### src/rtl/cfg_uart_tx_pkg.sv
`timescale 1ns/1ps
package cfg_uart_tx_pkg;
  typedef enum logic [2:0] {
    PAR_NONE  = 3'd0,
    PAR_EVEN  = 3'd1,
    PAR_ODD   = 3'd2,
    PAR_MARK  = 3'd3,
    PAR_SPACE = 3'd4
  } par_e;

  typedef enum logic [1:0] {
    STOP_ONE  = 2'd0,
    STOP_HALF = 2'd1,
    STOP_TWO  = 2'd2
  } stop_e;

  typedef enum logic [2:0] {
    ST_IDLE  = 3'd0,
    ST_START = 3'd1,
    ST_DATA  = 3'd2,
    ST_PAR   = 3'd3,
    ST_STOP1 = 3'd4,
    ST_STOP2 = 3'd5,
    ST_BRK   = 3'd6
  } tx_state_e;

  localparam int unsigned BRK_MS_MAX = 125;
endpackage

### src/rtl/uart_bit_timer.sv
`timescale 1ns/1ps
module uart_bit_timer #(
  parameter int unsigned DIV_W = 16
) (
  input  logic             clk_i,
  input  logic             rst_ni,
  input  logic             en_i,
  input  logic             half_i,
  input  logic [DIV_W-1:0] div_i,
  input  logic             pre4_i,
  output logic             tick_o
);
  localparam int unsigned CW = DIV_W + 3;

  logic [CW-1:0] div_eff, lim_full, lim, cnt_q;

  always_comb begin
    div_eff  = (div_i == '0) ? CW'(1) : CW'(div_i);
    lim_full = pre4_i ? (div_eff << 3) : (div_eff << 1);
    lim      = half_i ? (lim_full >> 1) : lim_full;
  end

  assign tick_o = en_i && (cnt_q == lim - CW'(1));

  always_ff @(posedge clk_i or negedge rst_ni) begin
    if (!rst_ni)     cnt_q <= '0;
    else if (!en_i)  cnt_q <= '0;
    else if (tick_o) cnt_q <= '0;
    else             cnt_q <= cnt_q + CW'(1);
  end

  AST_CNT_BELOW_LIM: assert property (@(posedge clk_i) disable iff (!rst_ni)
    en_i |-> (cnt_q < lim)) else $error("bit timer overran its limit");
endmodule

### src/rtl/uart_brk_timer.sv
`timescale 1ns/1ps
module uart_brk_timer #(
  parameter int unsigned MS_CYCLES = 48000
) (
  input  logic       clk_i,
  input  logic       rst_ni,
  input  logic       en_i,
  input  logic [6:0] ms_i,
  output logic       done_o
);
  import cfg_uart_tx_pkg::*;
  localparam int unsigned CYW = $clog2(MS_CYCLES + 1);

  logic [CYW-1:0] cyc_q;
  logic [6:0]     ms_q, len_q, len_in;

  assign len_in = (ms_i > 7'(BRK_MS_MAX)) ? 7'(BRK_MS_MAX) : ms_i;
  assign done_o = en_i && (len_q != '0) && (ms_q == len_q - 7'd1)
                  && (cyc_q == CYW'(MS_CYCLES - 1));

  always_ff @(posedge clk_i or negedge rst_ni) begin
    if (!rst_ni) begin
      cyc_q <= '0;
      ms_q  <= '0;
      len_q <= '0;
    end else if (!en_i) begin
      cyc_q <= '0;
      ms_q  <= '0;
      len_q <= len_in;
    end else if (cyc_q == CYW'(MS_CYCLES - 1)) begin
      cyc_q <= '0;
      if (len_q != '0) ms_q <= ms_q + 7'd1;
    end else begin
      cyc_q <= cyc_q + CYW'(1);
    end
  end

  AST_BRK_MS_RANGE: assert property (@(posedge clk_i) disable iff (!rst_ni)
    (en_i && len_q != '0) |-> (ms_q < len_q)) else $error("break ms count past length");
endmodule

### src/rtl/uart_tx_seq.sv
`timescale 1ns/1ps
module uart_tx_seq #(
  parameter int unsigned DIV_W = 16
) (
  input  logic             clk_i,
  input  logic             rst_ni,
  input  logic [7:0]       data_i,
  input  logic             valid_i,
  output logic             ready_o,
  input  logic [1:0]       cfg_len_i,
  input  logic [2:0]       cfg_par_i,
  input  logic [1:0]       cfg_stop_i,
  input  logic [DIV_W-1:0] cfg_div_i,
  input  logic             cfg_pre4_i,
  input  logic             brk_start_i,
  input  logic             brk_stop_i,
  input  logic             tick_i,
  input  logic             brk_done_i,
  output logic             tmr_en_o,
  output logic             tmr_half_o,
  output logic [DIV_W-1:0] div_o,
  output logic             pre4_o,
  output logic             brk_en_o,
  output logic             tx_o,
  output logic             busy_o,
  output logic             sof_o,
  output logic             eos_o
);
  import cfg_uart_tx_pkg::*;

  tx_state_e        state_q;
  logic [7:0]       sh_q;
  logic [2:0]       bit_cnt_q;
  logic [1:0]       len_q;
  par_e             par_q;
  stop_e            stop_q;
  logic [DIV_W-1:0] div_q;
  logic             pre4_q, pbit_q, pend_q, sof_q;
  logic [7:0]       mask, dmask;
  logic             need2, brk_req, pbit_d;
  logic [2:0]       last_bit;

  assign mask     = 8'hFF >> (2'd3 - cfg_len_i);
  assign dmask    = data_i & mask;
  assign last_bit = 3'd4 + {1'b0, len_q};
  assign need2    = (stop_q == STOP_TWO) || (stop_q == STOP_HALF && len_q == 2'd0);
  assign brk_req  = brk_start_i || pend_q;

  always_comb begin
    case (par_e'(cfg_par_i))
      PAR_EVEN: pbit_d = ^dmask;
      PAR_ODD:  pbit_d = ~^dmask;
      PAR_MARK: pbit_d = 1'b1;
      default:  pbit_d = 1'b0;
    endcase
  end

  always_ff @(posedge clk_i or negedge rst_ni) begin
    if (!rst_ni) begin
      state_q   <= ST_IDLE;
      sh_q      <= '0;
      bit_cnt_q <= '0;
      len_q     <= '0;
      par_q     <= PAR_NONE;
      stop_q    <= STOP_ONE;
      div_q     <= '0;
      pre4_q    <= 1'b0;
      pbit_q    <= 1'b0;
      sof_q     <= 1'b0;
    end else begin
      sof_q <= 1'b0;
      unique case (state_q)
        ST_IDLE: begin
          if (brk_req) begin
            state_q <= ST_BRK;
          end else if (valid_i) begin
            state_q   <= ST_START;
            sh_q      <= dmask;
            bit_cnt_q <= '0;
            len_q     <= cfg_len_i;
            par_q     <= (cfg_par_i > 3'd4) ? PAR_NONE : par_e'(cfg_par_i);
            stop_q    <= (cfg_stop_i == 2'd3) ? STOP_ONE : stop_e'(cfg_stop_i);
            div_q     <= cfg_div_i;
            pre4_q    <= cfg_pre4_i;
            pbit_q    <= pbit_d;
            sof_q     <= 1'b1;
          end
        end
        ST_START: if (tick_i) state_q <= ST_DATA;
        ST_DATA: if (tick_i) begin
          sh_q      <= sh_q >> 1;
          bit_cnt_q <= bit_cnt_q + 3'd1;
          if (bit_cnt_q == last_bit)
            state_q <= (par_q != PAR_NONE) ? ST_PAR : ST_STOP1;
        end
        ST_PAR:   if (tick_i) state_q <= ST_STOP1;
        ST_STOP1: if (tick_i) state_q <= need2 ? ST_STOP2 : ST_IDLE;
        ST_STOP2: if (tick_i) state_q <= ST_IDLE;
        ST_BRK:   if (brk_done_i || brk_stop_i) state_q <= ST_IDLE;
        default:  state_q <= ST_IDLE;
      endcase
    end
  end

  // break request raised mid-frame is held until the line is idle
  always_ff @(posedge clk_i or negedge rst_ni) begin
    if (!rst_ni)                                pend_q <= 1'b0;
    else if (brk_stop_i || state_q == ST_IDLE) pend_q <= 1'b0;
    else if (brk_start_i && state_q != ST_BRK) pend_q <= 1'b1;
  end

  always_comb begin
    unique case (state_q)
      ST_START: tx_o = 1'b0;
      ST_DATA:  tx_o = sh_q[0];
      ST_PAR:   tx_o = pbit_q;
      ST_BRK:   tx_o = 1'b0;
      default:  tx_o = 1'b1;
    endcase
  end

  assign tmr_en_o   = (state_q != ST_IDLE) && (state_q != ST_BRK);
  assign tmr_half_o = (state_q == ST_STOP2) && (stop_q == STOP_HALF);
  assign div_o      = div_q;
  assign pre4_o     = pre4_q;
  assign brk_en_o   = (state_q == ST_BRK);
  assign busy_o     = (state_q != ST_IDLE);
  assign ready_o    = (state_q == ST_IDLE) && !pend_q && !brk_start_i;
  assign sof_o      = sof_q;
  assign eos_o      = tick_i && (((state_q == ST_STOP1) && !need2) || (state_q == ST_STOP2));

  AST_SOF_LINE_LOW: assert property (@(posedge clk_i) disable iff (!rst_ni)
    sof_o |-> !tx_o) else $error("sof without start bit");
  AST_EOS_THEN_IDLE: assert property (@(posedge clk_i) disable iff (!rst_ni)
    eos_o |=> !busy_o) else $error("busy after end of stop");
  AST_HOLD_NO_TICK: assert property (@(posedge clk_i) disable iff (!rst_ni)
    (tmr_en_o && !tick_i) |=> (state_q == $past(state_q))) else $error("bit advanced without tick");
  AST_CFG_HELD: assert property (@(posedge clk_i) disable iff (!rst_ni)
    (busy_o && $past(busy_o)) |-> ($stable(len_q) && $stable(div_q) && $stable(par_q)))
    else $error("format changed mid-frame");
  AST_NO_SOF_IN_BRK: assert property (@(posedge clk_i) disable iff (!rst_ni)
    brk_en_o |-> !sof_o) else $error("sof during break");
  AST_NO_ACCEPT_PEND: assert property (@(posedge clk_i) disable iff (!rst_ni)
    pend_q |-> !ready_o) else $error("ready while break pending");
endmodule

### src/rtl/cfg_uart_tx.sv
`timescale 1ns/1ps
module cfg_uart_tx #(
  parameter int unsigned DIV_W     = 16,
  parameter int unsigned MS_CYCLES = 48000
) (
  input  logic             clk_i,
  input  logic             rst_ni,
  input  logic [7:0]       data_i,
  input  logic             valid_i,
  output logic             ready_o,
  input  logic [1:0]       cfg_len_i,
  input  logic [2:0]       cfg_par_i,
  input  logic [1:0]       cfg_stop_i,
  input  logic [DIV_W-1:0] cfg_div_i,
  input  logic             cfg_pre4_i,
  input  logic             brk_start_i,
  input  logic [6:0]       brk_ms_i,
  input  logic             brk_stop_i,
  output logic             tx_o,
  output logic             busy_o,
  output logic             sof_o,
  output logic             eos_o
);
  logic             tick, brk_done, tmr_en, tmr_half, pre4, brk_en;
  logic [DIV_W-1:0] div;

  uart_tx_seq #(.DIV_W(DIV_W)) seq_i (
    .clk_i, .rst_ni, .data_i, .valid_i, .ready_o,
    .cfg_len_i, .cfg_par_i, .cfg_stop_i, .cfg_div_i, .cfg_pre4_i,
    .brk_start_i, .brk_stop_i,
    .tick_i(tick), .brk_done_i(brk_done),
    .tmr_en_o(tmr_en), .tmr_half_o(tmr_half), .div_o(div), .pre4_o(pre4),
    .brk_en_o(brk_en), .tx_o, .busy_o, .sof_o, .eos_o
  );

  uart_bit_timer #(.DIV_W(DIV_W)) bit_tmr_i (
    .clk_i, .rst_ni, .en_i(tmr_en), .half_i(tmr_half),
    .div_i(div), .pre4_i(pre4), .tick_o(tick)
  );

  uart_brk_timer #(.MS_CYCLES(MS_CYCLES)) brk_tmr_i (
    .clk_i, .rst_ni, .en_i(brk_en), .ms_i(brk_ms_i), .done_o(brk_done)
  );
endmodule

### config.mk
export PLATFORM = sky130hd
export DESIGN_NAME = cfg_uart_tx
export DESIGN_NICKNAME = d
export VERILOG_FILES = /design/src/rtl/cfg_uart_tx_pkg.sv /design/src/rtl/uart_bit_timer.sv /design/src/rtl/uart_brk_timer.sv /design/src/rtl/uart_tx_seq.sv /design/src/rtl/cfg_uart_tx.sv
export SDC_FILE = /design/constraint.sdc
export NUM_CORES = 1
export LEC_CHECK = 0
export ABC_AREA = 1
export BUFFER_PORTS_ARGS = -buffer_cell sky130_fd_sc_hd__buf_2
export CORE_MARGIN = 2
export CORE_UTILIZATION = 53
export CTS_CLUSTER_SIZE = 8
export DETAILED_ROUTE_END_ITERATION = 12
export PLACE_DENSITY = 0.71
export SYNTH_ARGS = -nofsm -noshare
export SYNTH_HDL_FRONTEND = slang
export SYNTH_HIERARCHICAL = 1
export SYNTH_SLANG_ARGS = --single-unit
### constraint.sdc
create_clock -name clk_i -period 5 [get_ports clk_i]
set_clock_uncertainty 0.05 [all_clocks]
set_input_delay 1 -clock clk_i [delete_from_list [all_inputs] [get_ports clk_i]]
set_output_delay 1 -clock clk_i [all_outputs]
set_load 0.02 [all_outputs]
==> results of run 1 <==
-- critical path: cells and delay by family, from the launching register on --
family | cells | cell delay [ns]
AOI/OAI and AO/OA | 2 | 0.37
xor gates and xnor gates | 1 | 0.18
DFF | 1 | 0.45
adders and majority gates | 1 | 0.21
and+or+nand+nor | 9 | 1.60
buffers and inverters | 3 | 0.44
-- synthesized netlist by cell type, types with 7 or more instances --
cell type | count | share of area [%]
nor3_1 | 13 | 0.93
dfrtp_1 | 90 | 32
nand2_1 | 306 | 16
nor2_1 | 105 | 5.6
nand3_1 | 109 | 7.8
nor3_2 | 7 | 1.0
nor2_2 | 11 | 0.98
a21oi_1 | 14 | 1.0
buf_6 | 9 | 1.5
xor2_1 | 35 | 4.4
a21oi_2 | 10 | 1.3
inv_2 | 9 | 0.48
nand2_2 | 14 | 1.3
ha_1 | 7 | 1.3
nand3b_1 | 11 | 1.2
o21ai_0 | 23 | 1.6
o21ai_2 | 11 | 1.4
inv_1 | 100 | 5.4
xnor2_1 | 8 | 1.0
nand4_1 | 18 | 1.6
-- area by class of cell --
type | count | area share, %
Multi-Input combinational cell | 766 | 53.74
Sequential cell | 90 | 29.71
Inverter | 118 | 6.087
Timing Repair Buffer | 54 | 3.844
Clock buffer | 12 | 3.250
Tap cell | 172 | 2.837
Clock inverter | 3 | 0.5279
-- cells in the final DEF, fill, tap and decap left out, types with 8 or more instances in the layout --
| cell | instances |
|---|---|
| dfrtp_1 | 89 |
| a21oi_1 | 14 |
| nor3_1 | 12 |
| o21ai_2 | 11 |
| inv_2 | 9 |
| a21oi_2 | 10 |
| nor2_1 | 104 |
| nor2_2 | 13 |
| inv_1 | 100 |
| nand2_1 | 306 |
| o21ai_0 | 23 |
| xnor2_1 | 8 |
| nand3_1 | 109 |
| buf_2 | 47 |
| nand2_2 | 14 |
| nand4_1 | 18 |
| xor2_1 | 34 |
| clkbuf_16 | 9 |
| nand3b_1 | 11 |
-- sequential cells by signal, summed over array words and instances, names as in the netlist --
signal	cells
bit_tmr_i/cnt_q	19
brk_tmr_i/cyc_q	16
brk_tmr_i/len_q	7
brk_tmr_i/ms_q	7
seq_i/bit_cnt_q	3
seq_i/div_o	16
seq_i/len_q	2
seq_i/par_q	3
seq_i/pbit_q	1
seq_i/pend_q	1
seq_i/pre4_o	1
seq_i/sh_q	8
seq_i/sof_o	1
seq_i/state_q	3
seq_i/stop_q	2
-- logic make-up (layout without fill, tap and decap cells) --
family                   Yosys count  in the layout  synth area share [%]
flip-flops                        90             90                 32.23
AND/OR/NAND/NOR                  635            636                 43.20
AO/OA/AOI/OAI                     80             80                 8.093
adder cells (fa/ha/maj)            7              7                 1.253
XOR/XNOR                          43             43                 5.389
buffers and inverters            145            187                 9.830
-- through the flow --
step | setup slack (ns) | power, uW | instances | hold slack (ns) | utilization (%)
finish | 0.3150 | 3717 | 1215 | 0.4143 | 59.62
global route | 0.02560 | 4077 | 1215 | 0.4433 | 59.62
CTS | 0.1712 | 3694 | 1214 | 0.4211 | 59.40
detailed placement | 0.5489 | 3017 | 1199 | 0.4126 | 57.15
global placement | 0.6641 | 3010 | 1199 | 0.4025 | 57.15
floorplan | 0.7978 | 2685 | 1000 | 0.3793 | -
-- path summary, 6_finish.rpt --
kind / start / endpoint / slack, ns / cells past startpoint
max: seq_i/state_q[1] / eos_o / 0.32 / 16
min reg2reg: brk_tmr_i/cyc_q[0] / brk_tmr_i/cyc_q[0] / 0.41 / 1
max reg2reg: seq_i/state_q[1] / seq_i/state_q[1] / 1.25 / 19
min in group asynchronous: rst_ni / brk_tmr_i/cyc_q[3] / 0.68 / 1
max in group asynchronous: rst_ni / seq_i/state_q[1] / 3.29 / 2
min: brk_tmr_i/cyc_q[0] / brk_tmr_i/cyc_q[0] / 0.41 / 1
-- power by group --
group / total (uW) / internal (uW) / switching (uW)
registers: 1060 / 894 / 161
logic: 2000 / 666 / 1330
clock network: 663 / 397 / 267
total: 3720 / 1960 / 1760
-- metal layers --
metal / share of wire (%) / vias to the layer above
met2: 47 / 95
met5: 0 / -
met4: 2.2 / 0
met3: 3.2 / 23
li1: - / 3275
met1: 48 / 2852
==> summary.md, run 1 <==
| Metric | Value |
|---|---|
| First-pass GRT wire length | `26.39 mm` |
| Critical path's most frequent cell | `nand3_1` |
| Share of post-route cells with drive strength above 1 | `17.07%` |
| 1st-pass router iterations | `5` |
| CTS tree | `done` |
| Layout area overhead | `8.541%` |
| Final net count | `1,090` |
| Ports | `49` |
| EDFF count, synth | `0` |
| Dpl hpwl | `11.41 mm` |
| Vias in the first global route | `5,865` |
| Worst min path class | `reg2reg` |
| Root Buffer | `clkbuf_16` |
| Cell area after synthesis | `6988 sq um` |
| DRC viols | `0` |
| Gr busiest metal | `met2` |
| Status | `completed` |
| Worst setup EP type | `output port` |
| H-tree depth | `3` |
| TNS Setup | `0 ns` |
| Global placement routability congestion | `0.9230` |
| Port Buffers | `48` |
| Largest net degree at the start of global routing | `64` |
| Endpoints failing hold | `0` |
| PwrDens | `490.0 nW/um^2` |
| Slew of the pin with the lowest slew margin | `0.7931 ns` |
| Total global routing overflow | `0` |
| FF+latch count, synth | `90` |
| Syn_nets | `1,051` |
| Static leakage | `0.003754 uW` |
| Via count | `6,245` |
| Die Span X | `118.8 um` |
| Dpl cell area | `7271 sq um` |
| Average wire per standard cell | `12.34 um` |
| Max_slew headroom | `47.13%` |
| Worst Path Arrival | `3.63 ns` |
| Diode count | `0` |
| Final WL | `14.99 mm` |
| Met3 Use GR | `4.167%` |
| Synth warnings | `6` |
| Postcts setup bufs | `0` |
| Slew Limit Fails | `0` |
| Critical path required time | `3.95 ns` |
| Register area share after synthesis | `32.23%` |
| Share of flip-flops with an asynchronous set or reset | `100.0%` |
| CP peak stage delay | `0.45 ns` |
| Clk buf depth | `2` |
| Fin crit period | `4.685 ns` |
| Total clock sinks | `90` |
| Final setup viols | `0` |
| Via-to-Cell Ratio | `5.140` |
| Worst path cell trace | `inv_2, nand3_1, nor3_4, inv_6, a31oi_1, ha_1, nand3_2, nor2_4, nand3_1, xor2_2, nor3b_1, nand3_1, nor2_2, nand3_1, a21oi_1, buf_2` |
| FILL cells | `1,259` |
| Yosys cell types | `59` |
| ANT nets after route | `0` |
| Core Area | `12,720 sq um` |
| Kind of critical path | `reg2out` |
| Final period utilization | `93.70%` |
| Initial core utilization | `54.93%` |
| Global routing usage on met1 | `30.17%` |
| Maximum VDD drop | `286.5 uV` |
| Crit-path slowest cell | `dfrtp_2` |
| Avg Cell Area, Syn | `6.988 sq um` |
| RSZ-0062 raised after global routing | `no` |
| DRT iter0 DRCs | `403` |
| Fin area | `7585 sq um` |
| Gate count of the mapped netlist | `1,000` |
| Register Area | `2253 sq um` |
| Chip Height | `118.8 um` |
| CP Launch Type | `flip-flop` |
| GRT met2 Usage | `37.07%` |
| Max cap viols | `0` |
| Area of the multi-input gates | `4076 sq um` |
| Max Clock Freq | `213.4 MHz` |
| Clk Latency, worst-skew pair | `0.35 ns` |
| Main synth FF type | `dfrtp_1` |
| Die Area | `14,120 sq um` |
| FP Rows | `41` |
| Reg clk slew, reported paths | `0.06 ns` |
| CP max FO | `19` |
| Cts-stage hold buffer count | `0` |
| Post-CTS Resized | `0` |
| GRT Util Overall | `22.64%` |
| Cts bufs inserted | `9` |
| Antenna violations before repair | `0` |
Power figures use the tool's default switching activity.
==> run 2, diff against run 1 <==
--- a/config.mk
+++ b/config.mk
@@ -6,12 +6,12 @@
 export NUM_CORES = 1
 export LEC_CHECK = 0
 export ABC_AREA = 1
-export BUFFER_PORTS_ARGS = -buffer_cell sky130_fd_sc_hd__buf_2
 export CORE_MARGIN = 2
 export CORE_UTILIZATION = 53
 export CTS_CLUSTER_SIZE = 8
 export DETAILED_ROUTE_END_ITERATION = 12
-export PLACE_DENSITY = 0.71
+export DONT_BUFFER_PORTS = 1
+export PLACE_DENSITY = 0.73
 export SYNTH_ARGS = -nofsm -noshare
 export SYNTH_HDL_FRONTEND = slang
 export SYNTH_HIERARCHICAL = 1
==> run 2 against run 1 <==
Flip-flop and latch count unchanged. Total power decreased by 0.10%. Cell count decreased by 3.7%. Largest cell class unchanged.
==> summary.md, run 2 (same netlist as run 1, synthesis figures left out) <==
| Metric | Value |
|---|---|
| Most frequent cells in the layout | `nand2_1 (306), nand3_1 (109), nor2_1 (105), inv_1 (100), dfrtp_1 (90) (was nand2_1 (306), nand3_1 (109), nor2_1 (104), inv_1 (100), dfrtp_1 (89))` |
| H-tree depth | `3 (unchanged)` |
| Non-Filler Instances | `1,170 (was 1,215)` |
| Final setup viols | `0 (unchanged)` |
| Total global routing overflow | `0 (unchanged)` |
| Max Clock Freq | `214.3 MHz (was 213.4 MHz)` |
| Most common cell after layout, fill and taps aside | `nand2_1 (unchanged)` |
| Worst min path class | `in2async (was reg2reg)` |
| PwrDens | `505.8 nW/um^2 (was 490.0 nW/um^2)` |
| Slew of the pin with the lowest slew margin | `0.7741 ns (was 0.7931 ns)` |
| Clk Latency, worst-skew pair | `0.35 ns (about the same)` |
| CP peak stage delay | `0.44 ns (was 0.45 ns)` |
| R2R cell count | `22 (was 19)` |
| RSZ-0062 raised after global routing | `no (unchanged)` |
| DRT iter0 DRCs | `425 (was 403)` |
| WL met2 | `7.514 mm (was 6.975 mm)` |
| CTS tree | `done (unchanged)` |
| Static leakage | `0.003563 uW (was 0.003754 uW)` |
| Register Area | `2252 sq um (was 2253 sq um)` |
| First-pass GRT wire length | `27.20 mm (was 26.39 mm)` |
| Fin area | `7341 sq um (was 7585 sq um)` |
| Cts bufs inserted | `9 (unchanged)` |
| FP Rows | `41 (unchanged)` |
| Total clock sinks | `90 (unchanged)` |
| 1st-pass router iterations | `5 (unchanged)` |
| CP Launch Type | `flip-flop (unchanged)` |
| Final WL | `15.45 mm (was 14.99 mm)` |
| Crit-path slowest cell | `dfrtp_1 (was dfrtp_2)` |
| Critical path required time | `3.95 ns (about the same)` |
| CP max FO | `19 (unchanged)` |
| Kind of critical path | `reg2out (unchanged)` |
| Die Area | `14,120 sq um (unchanged)` |
| Cells after DPL | `1,151 (was 1,199)` |
| Area of the multi-input gates | `4060 sq um (was 4076 sq um)` |
| Vias in the first global route | `5,841 (was 5,865)` |
| Biggest register | `bit_tmr_i/cnt_q (unchanged)` |
| Initial core utilization | `54.93% (unchanged)` |
| Antenna violations before repair | `0 (unchanged)` |
| Diode count | `0 (unchanged)` |
| Global placement routability congestion | `0.9204 (was 0.9230)` |
| ANT nets after route | `0 (unchanged)` |
| Status | `completed (unchanged)` |
| Routed length on met1 | `7.154 mm (was 7.214 mm)` |
| Maximum VDD drop | `186.2 uV (was 286.5 uV)` |
| Largest register FFs | `19 (unchanged)` |
| Chip Height | `118.8 um (unchanged)` |
| Layout area overhead | `5.049% (was 8.541%)` |
| Via-to-Cell Ratio | `5.251 (was 5.140)` |
| TNS Setup | `0 ns (unchanged)` |
| Worst Path Arrival | `3.62 ns (was 3.63 ns)` |
| Fin crit period | `4.666 ns (was 4.685 ns)` |
| Average wire per standard cell | `13.21 um (was 12.34 um)` |
| Worst setup EP type | `output port (unchanged)` |
| Largest net degree at the start of global routing | `91 (was 64)` |
| Final net count | `1,044 (was 1,090)` |
| Met3 WL | `536 um (was 473 um)` |
| Worst path cell trace | `inv_2, nand3_1, nor3_2, buf_6, inv_6, o21ai_2, nand2_1, inv_2, nand2_1, nor3_2, nand3_1, xor2_1, nor3b_1, nand3_1, nor2_1, nand3_1, a21oi_1, buf_4 (was inv_2, nand3_1, nor3_4, inv_6, a31oi_1, ha_1, nand3_2, nor2_4, nand3_1, xor2_2, nor3b_1, nand3_1, nor2_2, nand3_1, a21oi_1, buf_2)` |
| Die Span X | `118.8 um (unchanged)` |
| Dpl hpwl | `11.56 mm (was 11.41 mm)` |
| GRT Util Overall | `23.35% (was 22.64%)` |
| Max cap viols | `0 (unchanged)` |
| Share of post-route cells with drive strength above 1 | `13.03% (was 17.07%)` |
| Via count | `6,144 (was 6,245)` |
| DRC viols | `0 (unchanged)` |
| Endpoints failing hold | `0 (unchanged)` |
| Max_slew headroom | `47.85% (was 47.13%)` |
| Ports | `49 (unchanged)` |
| Final period utilization | `93.31% (was 93.70%)` |
| Core Area | `12,720 sq um (unchanged)` |
| Clk buf depth | `2 (unchanged)` |
| FILL cells | `1,265 (was 1,259)` |
| Highest Signal Layer | `met4 (unchanged)` |
| Dpl cell area | `7028 sq um (was 7271 sq um)` |
| Port Buffers | `0 (was 48)` |
| Reg clk slew, reported paths | `0.06 ns (about the same)` |
| Root Buffer | `clkbuf_16 (unchanged)` |
| Slew Limit Fails | `0 (unchanged)` |
| Critical path's most frequent cell | `nand3_1 (unchanged)` |
-- run 2: changes by cell type in the layout (fill, tap and decap cells not counted), sizes merged --
cell,change
buf,-46
clkbuf,-1
clkinvlp,+2
-- run 2: cell type report --
class	count	area share, %
clock inverter	5	0.7500
inverter	118	6.289
tap	172	2.932
timing repair buffer	8	0.8693
sequential	90	30.68
clock buffer	11	3.170
multi-input combinational	766	55.31
-- run 2: report_power, final --
group | switching (uW) | internal [uW]
clock network | 289 | 386
registers | 161 | 893
logic | 1320 | 659
total | 1770 | 1940
-- run 2: final timing paths --
path                                          from                  to  slack (ns)
worst max-delay path              seq_i/state_q[1]               eos_o        0.33
worst min-delay path                        rst_ni  brk_tmr_i/cyc_q[1]        0.29
worst max register to register    seq_i/state_q[1]    seq_i/state_q[1]        1.21
worst min register to register  brk_tmr_i/cyc_q[0]  brk_tmr_i/cyc_q[0]        0.41
max in group asynchronous                   rst_ni  bit_tmr_i/cnt_q[9]        4.49
min in group clk_i              brk_tmr_i/cyc_q[0]  brk_tmr_i/cyc_q[0]        0.41
-- run 2: critical path, delay by kind of cell, from the launching register on --
| kind | cells | cell delay [ns] |
|---|---|---|
| simple gates | 10 | 1.43 |
| buf+inv | 5 | 0.73 |
| flops | 1 | 0.44 |
| compound gates | 2 | 0.43 |
| xor+xnor | 1 | 0.21 |
-- run 2: per-layer routing --
layer,vias to the layer above,GRT usage [%]
li1,3203,-
met4,0,7.068
met1,2821,30.42
met2,100,39.58
met3,20,4.119
met5,-,0
-- run 2: what timing repair did --
item	CTS	global route
endpoints found under the setup margin	0	1
hold endpoints to repair	0	0
buffers inserted	0	2
resized for setup	0	1
hold buffers	0	0
-- run 2: per-stage QoR --
| step | worst slack (ns) | total power (uW) | utilization [%] | hold WS (ns) |
|---|---|---|---|---|
| 3_5_place_dp | 0.6177 | 2991 | 55.24 | 0.4098 |
| 4_1_cts | 0.2163 | 3675 | 57.50 | 0.2801 |
| 6_report | 0.3344 | 3713 | 57.70 | 0.2925 |
| 2_1_floorplan | 0.7978 | 2685 | - | 0.3793 |
| 3_3_place_gp | 0.6632 | 2968 | 55.24 | 0.4090 |
| 5_1_grt | 0.009739 | 4035 | 57.70 | 0.2782 |
